[config.mk]
export PLATFORM = sky130hd
export DESIGN_NAME = clkout_pd_ctrl
export DESIGN_NICKNAME = d
export VERILOG_FILES = /design/src/rtl/clkpd_pkg.sv /design/src/rtl/clkpd_sync.sv /design/src/rtl/clkpd_ctrl.sv /design/src/rtl/clkpd_se_gate.sv /design/src/rtl/clkpd_diff_gate.sv /design/src/rtl/clkout_pd_ctrl.sv
export SDC_FILE = /design/constraint.sdc
export NUM_CORES = 1
export LEC_CHECK = 0
export CORE_ASPECT_RATIO = 1.2
export CORE_UTILIZATION = 50
export CTS_CLUSTER_SIZE = 12
export DETAILED_ROUTE_END_ITERATION = 10
export DONT_BUFFER_PORTS = 1
export HOLD_SLACK_MARGIN = 0.1
export PLACE_DENSITY_LB_ADDON = 0.08
export SYNTH_ARGS = -nofsm -noshare
export SYNTH_HDL_FRONTEND = slang
export SYNTH_HIERARCHICAL = 1
export SYNTH_SLANG_ARGS = --single-unit
[constraint.sdc]
create_clock -name clk_i -period 2.1 [get_ports clk_i]
set_input_delay 0.105 -clock clk_i [delete_from_list [all_inputs] [get_ports clk_i]]
set_output_delay 0.105 -clock clk_i [all_outputs]
set_load 0.02 [all_outputs]
[src/rtl/clkpd_pkg.sv]
package clkpd_pkg;
  typedef enum logic [1:0] {
    ST_LOCKWAIT = 2'd0,
    ST_RUN      = 2'd1,
    ST_DOWN     = 2'd2
  } pd_state_e;
endpackage

[src/rtl/clkpd_sync.sv]
module clkpd_sync #(
  parameter int W = 1
) (
  input  logic         clk_i,
  input  logic         rst_ni,
  input  logic [W-1:0] d_i,
  output logic [W-1:0] q_o
);
  logic [W-1:0] s1_q, s2_q;

  always_ff @(posedge clk_i or negedge rst_ni) begin
    if (!rst_ni) begin
      s1_q <= '0;
      s2_q <= '0;
    end else begin
      s1_q <= d_i;
      s2_q <= s1_q;
    end
  end

  assign q_o = s2_q;
endmodule

[src/rtl/clkpd_ctrl.sv]
module clkpd_ctrl
  import clkpd_pkg::*;
(
  input  logic clk_i,
  input  logic rst_ni,
  input  logic req_s_i,
  input  logic lock_s_i,
  input  logic ref_c_i,
  output logic run_o,
  output logic down_o
);
  pd_state_e state_q, state_d;
  logic ref_prev_q, hit_q;
  logic ref_rise, accept;

  assign ref_rise = ref_c_i & ~ref_prev_q;
  // second consecutive reference edge with request still high
  assign accept   = ref_rise & req_s_i & hit_q;

  always_comb begin
    state_d = state_q;
    unique case (state_q)
      ST_LOCKWAIT: begin
        if (accept)                   state_d = ST_DOWN;
        else if (lock_s_i && !req_s_i) state_d = ST_RUN;
      end
      ST_RUN:  if (accept)   state_d = ST_DOWN;
      ST_DOWN: if (!req_s_i) state_d = ST_LOCKWAIT;
      default: state_d = ST_LOCKWAIT;
    endcase
  end

  always_ff @(posedge clk_i or negedge rst_ni) begin
    if (!rst_ni) begin
      state_q    <= ST_LOCKWAIT;
      ref_prev_q <= 1'b0;
      hit_q      <= 1'b0;
    end else begin
      state_q    <= state_d;
      ref_prev_q <= ref_c_i;
      if (state_q == ST_DOWN) hit_q <= 1'b0;
      else if (ref_rise)      hit_q <= req_s_i;
    end
  end

  assign run_o  = (state_q == ST_RUN);
  assign down_o = (state_q == ST_DOWN);
endmodule

[src/rtl/clkpd_se_gate.sv]
module clkpd_se_gate #(
  parameter int N = 1
) (
  input  logic         clk_i,
  input  logic         rst_ni,
  input  logic [N-1:0] src_i,
  input  logic         run_i,
  output logic [N-1:0] out_o
);
  for (genvar k = 0; k < N; k++) begin : g_ch
    logic en_q, out_q;
    always_ff @(posedge clk_i or negedge rst_ni) begin
      if (!rst_ni) begin
        en_q  <= 1'b0;
        out_q <= 1'b0;
      end else begin
        // enable moves only in the source's low phase
        if (!src_i[k]) en_q <= run_i;
        out_q <= src_i[k] & en_q;
      end
    end
    assign out_o[k] = out_q;
  end
endmodule

[src/rtl/clkpd_diff_gate.sv]
module clkpd_diff_gate #(
  parameter int N = 1
) (
  input  logic         clk_i,
  input  logic         rst_ni,
  input  logic [N-1:0] t_i,
  input  logic [N-1:0] c_i,
  input  logic         run_i,
  input  logic         down_i,
  input  logic [N-1:0] mode_i,
  output logic [N-1:0] t_o,
  output logic [N-1:0] c_o,
  output logic [N-1:0] oe_t_o,
  output logic [N-1:0] oe_c_o
);
  for (genvar j = 0; j < N; j++) begin : g_pair
    logic en_q, t_q, c_q, oe_t_q, oe_c_q;
    always_ff @(posedge clk_i or negedge rst_ni) begin
      if (!rst_ni) begin
        en_q   <= 1'b0;
        t_q    <= 1'b1;
        c_q    <= 1'b0;
        oe_t_q <= 1'b1;
        oe_c_q <= 1'b1;
      end else begin
        // switch only while complement is low, true pin is then high
        if (!c_i[j]) en_q <= run_i;
        t_q    <= en_q ? t_i[j] : 1'b1;
        c_q    <= en_q ? c_i[j] : 1'b0;
        oe_t_q <= en_q | ~(down_i & mode_i[j]);
        oe_c_q <= en_q | ~down_i;
      end
    end
    assign t_o[j]    = t_q;
    assign c_o[j]    = c_q;
    assign oe_t_o[j] = oe_t_q;
    assign oe_c_o[j] = oe_c_q;
  end
endmodule

[src/rtl/clkout_pd_ctrl.sv]
module clkout_pd_ctrl #(
  parameter int N_SE     = 3,
  parameter int N_DIFF   = 2,
  parameter int REF_PAIR = 0
) (
  input  logic              clk_i,
  input  logic              rst_ni,
  input  logic              pd_req_i,
  input  logic              pll_lock_i,
  input  logic              cfg_we_i,
  input  logic [N_DIFF-1:0] cfg_wdata_i,
  output logic [N_DIFF-1:0] cfg_rdata_o,
  input  logic [N_SE-1:0]   se_i,
  input  logic [N_DIFF-1:0] diff_t_i,
  input  logic [N_DIFF-1:0] diff_c_i,
  output logic [N_SE-1:0]   se_o,
  output logic [N_DIFF-1:0] diff_t_o,
  output logic [N_DIFF-1:0] diff_c_o,
  output logic [N_DIFF-1:0] diff_t_oe_o,
  output logic [N_DIFF-1:0] diff_c_oe_o
);
  localparam int SYNC_W = 2;

  logic [SYNC_W-1:0] async_in, sync_out;
  logic run, down;
  logic [N_DIFF-1:0] mode_q;

  assign async_in = {pll_lock_i, pd_req_i};

  clkpd_sync #(.W(SYNC_W)) u_sync (
    .clk_i (clk_i),
    .rst_ni(rst_ni),
    .d_i   (async_in),
    .q_o   (sync_out)
  );

  clkpd_ctrl u_ctrl (
    .clk_i   (clk_i),
    .rst_ni  (rst_ni),
    .req_s_i (sync_out[0]),
    .lock_s_i(sync_out[1]),
    .ref_c_i (diff_c_i[REF_PAIR]),
    .run_o   (run),
    .down_o  (down)
  );

  always_ff @(posedge clk_i or negedge rst_ni) begin
    if (!rst_ni)       mode_q <= '0;
    else if (cfg_we_i) mode_q <= cfg_wdata_i;
  end
  assign cfg_rdata_o = mode_q;

  clkpd_se_gate #(.N(N_SE)) u_se (
    .clk_i (clk_i),
    .rst_ni(rst_ni),
    .src_i (se_i),
    .run_i (run),
    .out_o (se_o)
  );

  clkpd_diff_gate #(.N(N_DIFF)) u_diff (
    .clk_i (clk_i),
    .rst_ni(rst_ni),
    .t_i   (diff_t_i),
    .c_i   (diff_c_i),
    .run_i (run),
    .down_i(down),
    .mode_i(mode_q),
    .t_o   (diff_t_o),
    .c_o   (diff_c_o),
    .oe_t_o(diff_t_oe_o),
    .oe_c_o(diff_c_oe_o)
  );
endmodule

==> results of run 1 <==
routing by layer:
layer | share of wire (%) | vias to the layer above | GRT usage, %
li1 | - | 222 | -
met1 | 42 | 234 | 15.7
met2 | 51 | 20 | 23.0
met3 | 6.3 | 2 | 2.83
met4 | 0.80 | 0 | 9.38
met5 | 0 | - | 0
final cells by class:
type                    instances  area (um^2)  area share [%]
inverters                       1         3.75           0.341
clock buffers                   3         22.5            2.05
repair buffers                 14          140            12.7
multi-input cells              29          251            22.9
flip-flops and latches         26          658            59.8
well taps                      19         23.8            2.16
how the worst max path moves through the flow:
stage | cells after the start | end | slack, ns
3_5_place_dp | 2 | u_se/g_ch[1].en_q | 1.07
5_1_grt | 2 | cfg_rdata_o[0] | 0.61
2_1_floorplan | 2 | u_se/g_ch[1].en_q | 1.15
3_3_place_gp | 2 | u_se/g_ch[2].en_q | 1.11
6_report | 2 | cfg_rdata_o[1] | 0.65
4_1_cts | 2 | cfg_rdata_o[1] | 0.67
power by group through the flow:
stage / logic [W] / clock network (W) / registers [W]
after floorplan: 0.000161 / 0 / 0.000626
after global placement: 0.0000936 / 0 / 0.000676
after detailed placement: 0.0000993 / 0 / 0.000677
after CTS: 0.000134 / 0.000205 / 0.000669
after global routing: 0.000147 / 0.000223 / 0.000681
final: 0.000131 / 0.000193 / 0.000668
cells in the mapped netlist:
master,number,area [um^2]
dfrtp_1,20,500
buf_4,11,82.6
dfstp_2,6,158
and2_2,4,30.0
nand2b_1,4,25.0
mux2_4,3,45.0
mux2_1,2,22.5
mux2_2,2,22.5
nand3b_1,2,15.0
nor2_1,2,7.51
a21oi_1,1,5.00
and2_1,1,6.26
inv_1,1,3.75
mux2i_1,1,10.0
nand2_1,1,3.75
nand2b_4,1,13.8
nor2b_1,1,6.26
nor2b_4,1,13.8
nor3_1,1,5.00
nor3b_2,1,12.5
o21a_1,1,7.51
metrics by stage:
| step | hold WS, ns | util (%) | total power (W) |
|---|---|---|---|
| CTS | 0.329 | 59.4 | 0.00101 |
| finish | 0.342 | 59.4 | 0.000992 |
| detailed placement | -0.190 | 50.6 | 0.000777 |
| floorplan | -0.191 | - | 0.000787 |
| global placement | -0.190 | 50.6 | 0.000769 |
| global route | 0.334 | 59.4 | 0.00105 |
flip-flops by register name, summed over array words and instances (netlist names):
register	flops
cfg_rdata_o	2
u_ctrl/hit_q	1
u_ctrl/ref_prev_q	1
u_ctrl/state_q	2
u_diff/g_pair.c_q	2
u_diff/g_pair.en_q	2
u_diff/g_pair.oe_c_q	2
u_diff/g_pair.oe_t_q	2
u_diff/g_pair.t_q	2
u_se/g_ch.en_q	3
u_se/g_ch.out_q	3
u_sync/q_o	2
u_sync/s1_q	2
cell families (layout without fill, tap and decap cells):
group,after synthesis,in the layout
flops,26,26
simple gates,19,19
compound gates,2,2
buf+inv,12,18
mux,8,8
worst max-delay path, stage by stage (launching register included):
cell and delay [ns]:
dfrtp_1 0.49, mux2_2 0.29, dlygate4sd3_1 0.56
==> metrics.cfg, run 1 <==
[power_and_ir_drop]
power.leakage_nw=0.476
pwr-share-comb_pct=13.2
seqPwrFrac_pct=67.3
power.internal_w=0.000736
power.density_nw_per_um2=902
p_clk_share_pct=19.5
netSwitchingFraction_pct=25.8
p_switching_w=0.000256
ir_worst_vdd_mv=0.612

[setup_path]
path_max_fanout=3
end_kind=flip-flop
cp.required_ns=2.30
cp-startpoint=cfg_rdata_o[1]
r2r_slack_ns=0.65
worstRegToRegCells=2
crit_type=flip-flop to flip-flop
worst_setup_path_start_kind=flip-flop
reg2reg_to=cfg_rdata_o[1]
rr_startpoint=cfg_rdata_o[1]
critPathArrivalTime_ns=1.64

[final_layout]
layout_commonest_cell=dfrtp_1
mostFrequentLayoutCells=dfrtp_1 (20), dlygate4sd3_1 (14), dfstp_2 (6), nand2b_1 (4), and2_2 (4)
areaGrowthSynthToFinish_pct=10.4
stdcell_count=92
drive_above_1_share_pct=28.8
fill_cells=150
fin_area_um2=1100
layout.nets=89
diodes=0

[global_route]
grt_max_degree=27
grt_usage_pct=13.8
grt_first_pass_wirelength_um=2160
grt_pass1_vias=497
grt_overflow=0
antenna_found_initial=0

[synth]
syn_area_um2=996
synth_top_family_by_area=simple AND/OR/NAND/NOR gates
synthMuxAreaShare_pct=10.1
synth.avg_cell_area_um2=14.9
seq_area_frac_synth_pct=66.1
synth_fa_ha_area_share_pct=0
yosysUniqueCellTypes=21
synthSimpleGateAreaFrac_pct=13.9
synth_compound_area_share_pct=1.26
ys_ff_latch=26
yosys_warnings=6
synthCells=67
synth_xor_area_share_pct=0
syn_nets=81

[place]
placed_cells_incl_taps=75
dp_slack_ns=1.07
place.gp.congestion=0.695
io_buffers=0
placed_area_um2=937

[routing]
drtIter0Drc=5
vias=478
wl_per_cell_um=13.6
drcViolationCount=0
vias_per_cell=5.20
wl_um=1260
ant_nets=0
firstDrtPassIters=4

[floorplanning]
rows=17
initial_core_util_pct=53.8
fp.dieH_um=50.9
ioPinCount=27
die_w_um=42.7
core-area_um2=1850
die-area_um2=2180

[hold_path]
hold_depth=1
hp-class=primary input to flip-flop
hold_start=pd_req_i
hold_end=u_sync/s1_q[0]

[sta]
fin_ws_ns=0.651
max_freq_mhz=690
skew_ns=0.00410
tns_ns=0
finalCritPeriodShare_pct=69.0
fin_crit_ns=1.45
slew_viol_final=0
rsz0062_at_grt=false
maxSlewHeadroom_pct=29.1
tightest_slew_ns=1.06
hold_viol=0
setup_violations=0

[clocking]
hold_buffers=14
cts_buffers=3
clock-root-buffer=clkbuf_4
cts_tree=yes
path_clk_slew_ns=0.12
cts_resized=0
clock_sinks=26
clock_path_buffers=2
cts_setup_buffers=0
htreeDepth=1
insertion_delay_ns=0.30

[run]
drv_cap=0

[status]
status=finished clean

(Power assumes the default switching activity.)
==> inputs of run 2 (changes only) <==
==> constraint.sdc (replaced) <==
create_clock -name clk_i -period 1.2 [get_ports clk_i]
set_input_delay 0.06 -clock clk_i [delete_from_list [all_inputs] [get_ports clk_i]]
set_output_delay 0.06 -clock clk_i [all_outputs]
set_load 0.02 [all_outputs]
==> run 2 against run 1 <==
- cell count did not move
- die area did not move
- hold slack got worse by 0.34 ns
- register-to-register slack got worse by 0.48 ns
- critical path depth did not move
- critical endpoint is now u_se/g_ch[2].en_q
- utilization rose by 0.34 points
- wire length rose by 1.1%
==> metrics.cfg, run 2 (synthesis results as in run 1) <==
[sta]
skew_ns=0.00363
tns_ns=0
maxSlewHeadroom_pct=28.9
tightest_slew_ns=1.07
fin_crit_ns=1.03
finalCritPeriodShare_pct=85.7
hold_viol=0
rsz0062_at_grt=false
slew_viol_final=0
max_freq_mhz=973
setup_violations=0

[setup_path]
path_cells=nor2b_1 -> mux2_1
slowest_stage=dfrtp_1
crit_type=flip-flop to flip-flop
timing.critical_path.buf_inv=0
cp.required_ns=1.41
cp_num_cells=2
worst_setup_path_start_kind=flip-flop
crit_end=u_se/g_ch[2].en_q
cp-startpoint=u_ctrl/state_q[0]
reg2reg_to=u_se/g_ch[2].en_q
r2r_slack_ns=0.17
critPathArrivalTime_ns=1.23
cp_top_family=flip-flops
crit_path_max_incr_delay_ns=0.44
worstRegToRegCells=2
path_max_fanout=5
end_kind=flip-flop
rr_startpoint=u_ctrl/state_q[0]

[routing]
wl_um=1270
drcViolationCount=0
firstDrtPassIters=2
vias_per_cell=5.14
drtIter0Drc=2
wl_per_cell_um=13.8
vias=473
ant_nets=0

[power_and_ir_drop]
ir_worst_vdd_mv=0.906
power.density_nw_per_um2=1630
power.leakage_nw=0.488

[clocking]
clock_sinks=26
htreeDepth=1
clock-root-buffer=clkbuf_4
clock_path_buffers=2
hold_buffers=13
cts_tree=yes
path_clk_slew_ns=0.13
insertion_delay_ns=0.30
cts_buffers=3

[place]
place.gp.congestion=0.695
io_buffers=0
placed_area_um2=937
dpl.hpwl_um=855

[final_layout]
layout.nets=88
drive_above_1_share_pct=30.1
biggestRegsByFlops=u_se/g_ch.en_q: 3 flops, u_se/g_ch.out_q: 3 flops
fin_area_um2=1110
layout_commonest_cell=dfrtp_1
mostFrequentLayoutCells=dfrtp_1 (20), dlygate4sd3_1 (12), dfstp_2 (6), nand2b_1 (4), and2_2 (4)
areaGrowthSynthToFinish_pct=11.1
diodes=0
fill_cells=146

[floorplanning]
rows=17
initial_core_util_pct=53.8
fp.dieH_um=50.9
ioPinCount=27
core-area_um2=1850
die_w_um=42.7
die-area_um2=2180

[global_route]
grt_overflow=0
antenna_found_initial=0
grt_pass1_vias=497
grt_max_degree=27
grt_first_pass_wirelength_um=2160
grt_usage_pct=14.0

[run]
drv_cap=0

[hold_path]
hp-class=primary input to async pin

[status]
status=finished clean

[run 2: cell types whose count changed in the layout (fill, tap and decap cells not counted)]
cell and delta:
dlygate4sd3_1 -2, clkbuf_8 +1, dlymetal6s4s_1 +1
[run 2: timing repair]
item / CTS / global route
endpoints found under the setup margin: 0 / 20
resized for setup: 0 / 1
endpoints found under the hold margin: 46 / 20
setup buffers: 0 / 0
[run 2: cell type report]
| cell class | instances | area [um^2] | area share [%] |
|---|---|---|---|
| Inverter | 1 | 3.75 | 0.339 |
| Sequential cell | 26 | 658 | 59.5 |
| Multi-Input combinational cell | 29 | 251 | 22.7 |
| Timing Repair Buffer | 13 | 133 | 12.0 |
| Clock buffer | 4 | 36.3 | 3.28 |
| Tap cell | 19 | 23.8 | 2.15 |
[run 2: worst register-to-register path: cells and delay by family (launching register included)]
| kind | cells | cell delay [ns] |
|---|---|---|
| flip-flops | 1 | 0.44 |
| multiplexers | 1 | 0.29 |
| AND/OR/NAND/NOR | 1 | 0.20 |
[run 2: layer usage]
layer  vias to the layer above  GRT usage (%)  wire, um
li1                        216              -         -
met4                         0           10.9        16
met1                       237           13.9       497
met5                         -              0         0
met2                        18           25.0       676
met3                         2           2.83        79
[run 2: worst min path at each step]
| stage | end | start | slack (ns) |
|---|---|---|---|
| final | cfg_rdata_o[0] | rst_ni | 0.007 |
| after global routing | cfg_rdata_o[0] | rst_ni | 0.08 |
| after CTS | u_sync/s1_q[0] | pd_req_i | 0.28 |
| after detailed placement | u_ctrl/ref_prev_q | rst_ni | -0.23 |
| after global placement | u_diff/g_pair[0].c_q | rst_ni | -0.24 |
| after floorplan | cfg_rdata_o[0] | rst_ni | -0.24 |
[run 2: report_power, final]
part           leakage, nW  internal [W]  switching, W
clock network       0.0210      0.000185      0.000229
registers            0.299       0.00102      0.000151
logic                0.167      0.000147     0.0000745
[run 2: through the flow]
step	cells	hold slack, ns	total power, W	worst slack, ns	util [%]
final	92	0.00652	0.00180	0.172	59.8
after global routing	92	0.0848	0.00190	0.112	59.8
after CTS	92	0.280	0.00184	0.113	59.6
after detailed placement	75	-0.235	0.00135	0.178	50.6
after global placement	75	-0.235	0.00135	0.208	50.6
after floorplan	67	-0.236	0.00138	0.246	-
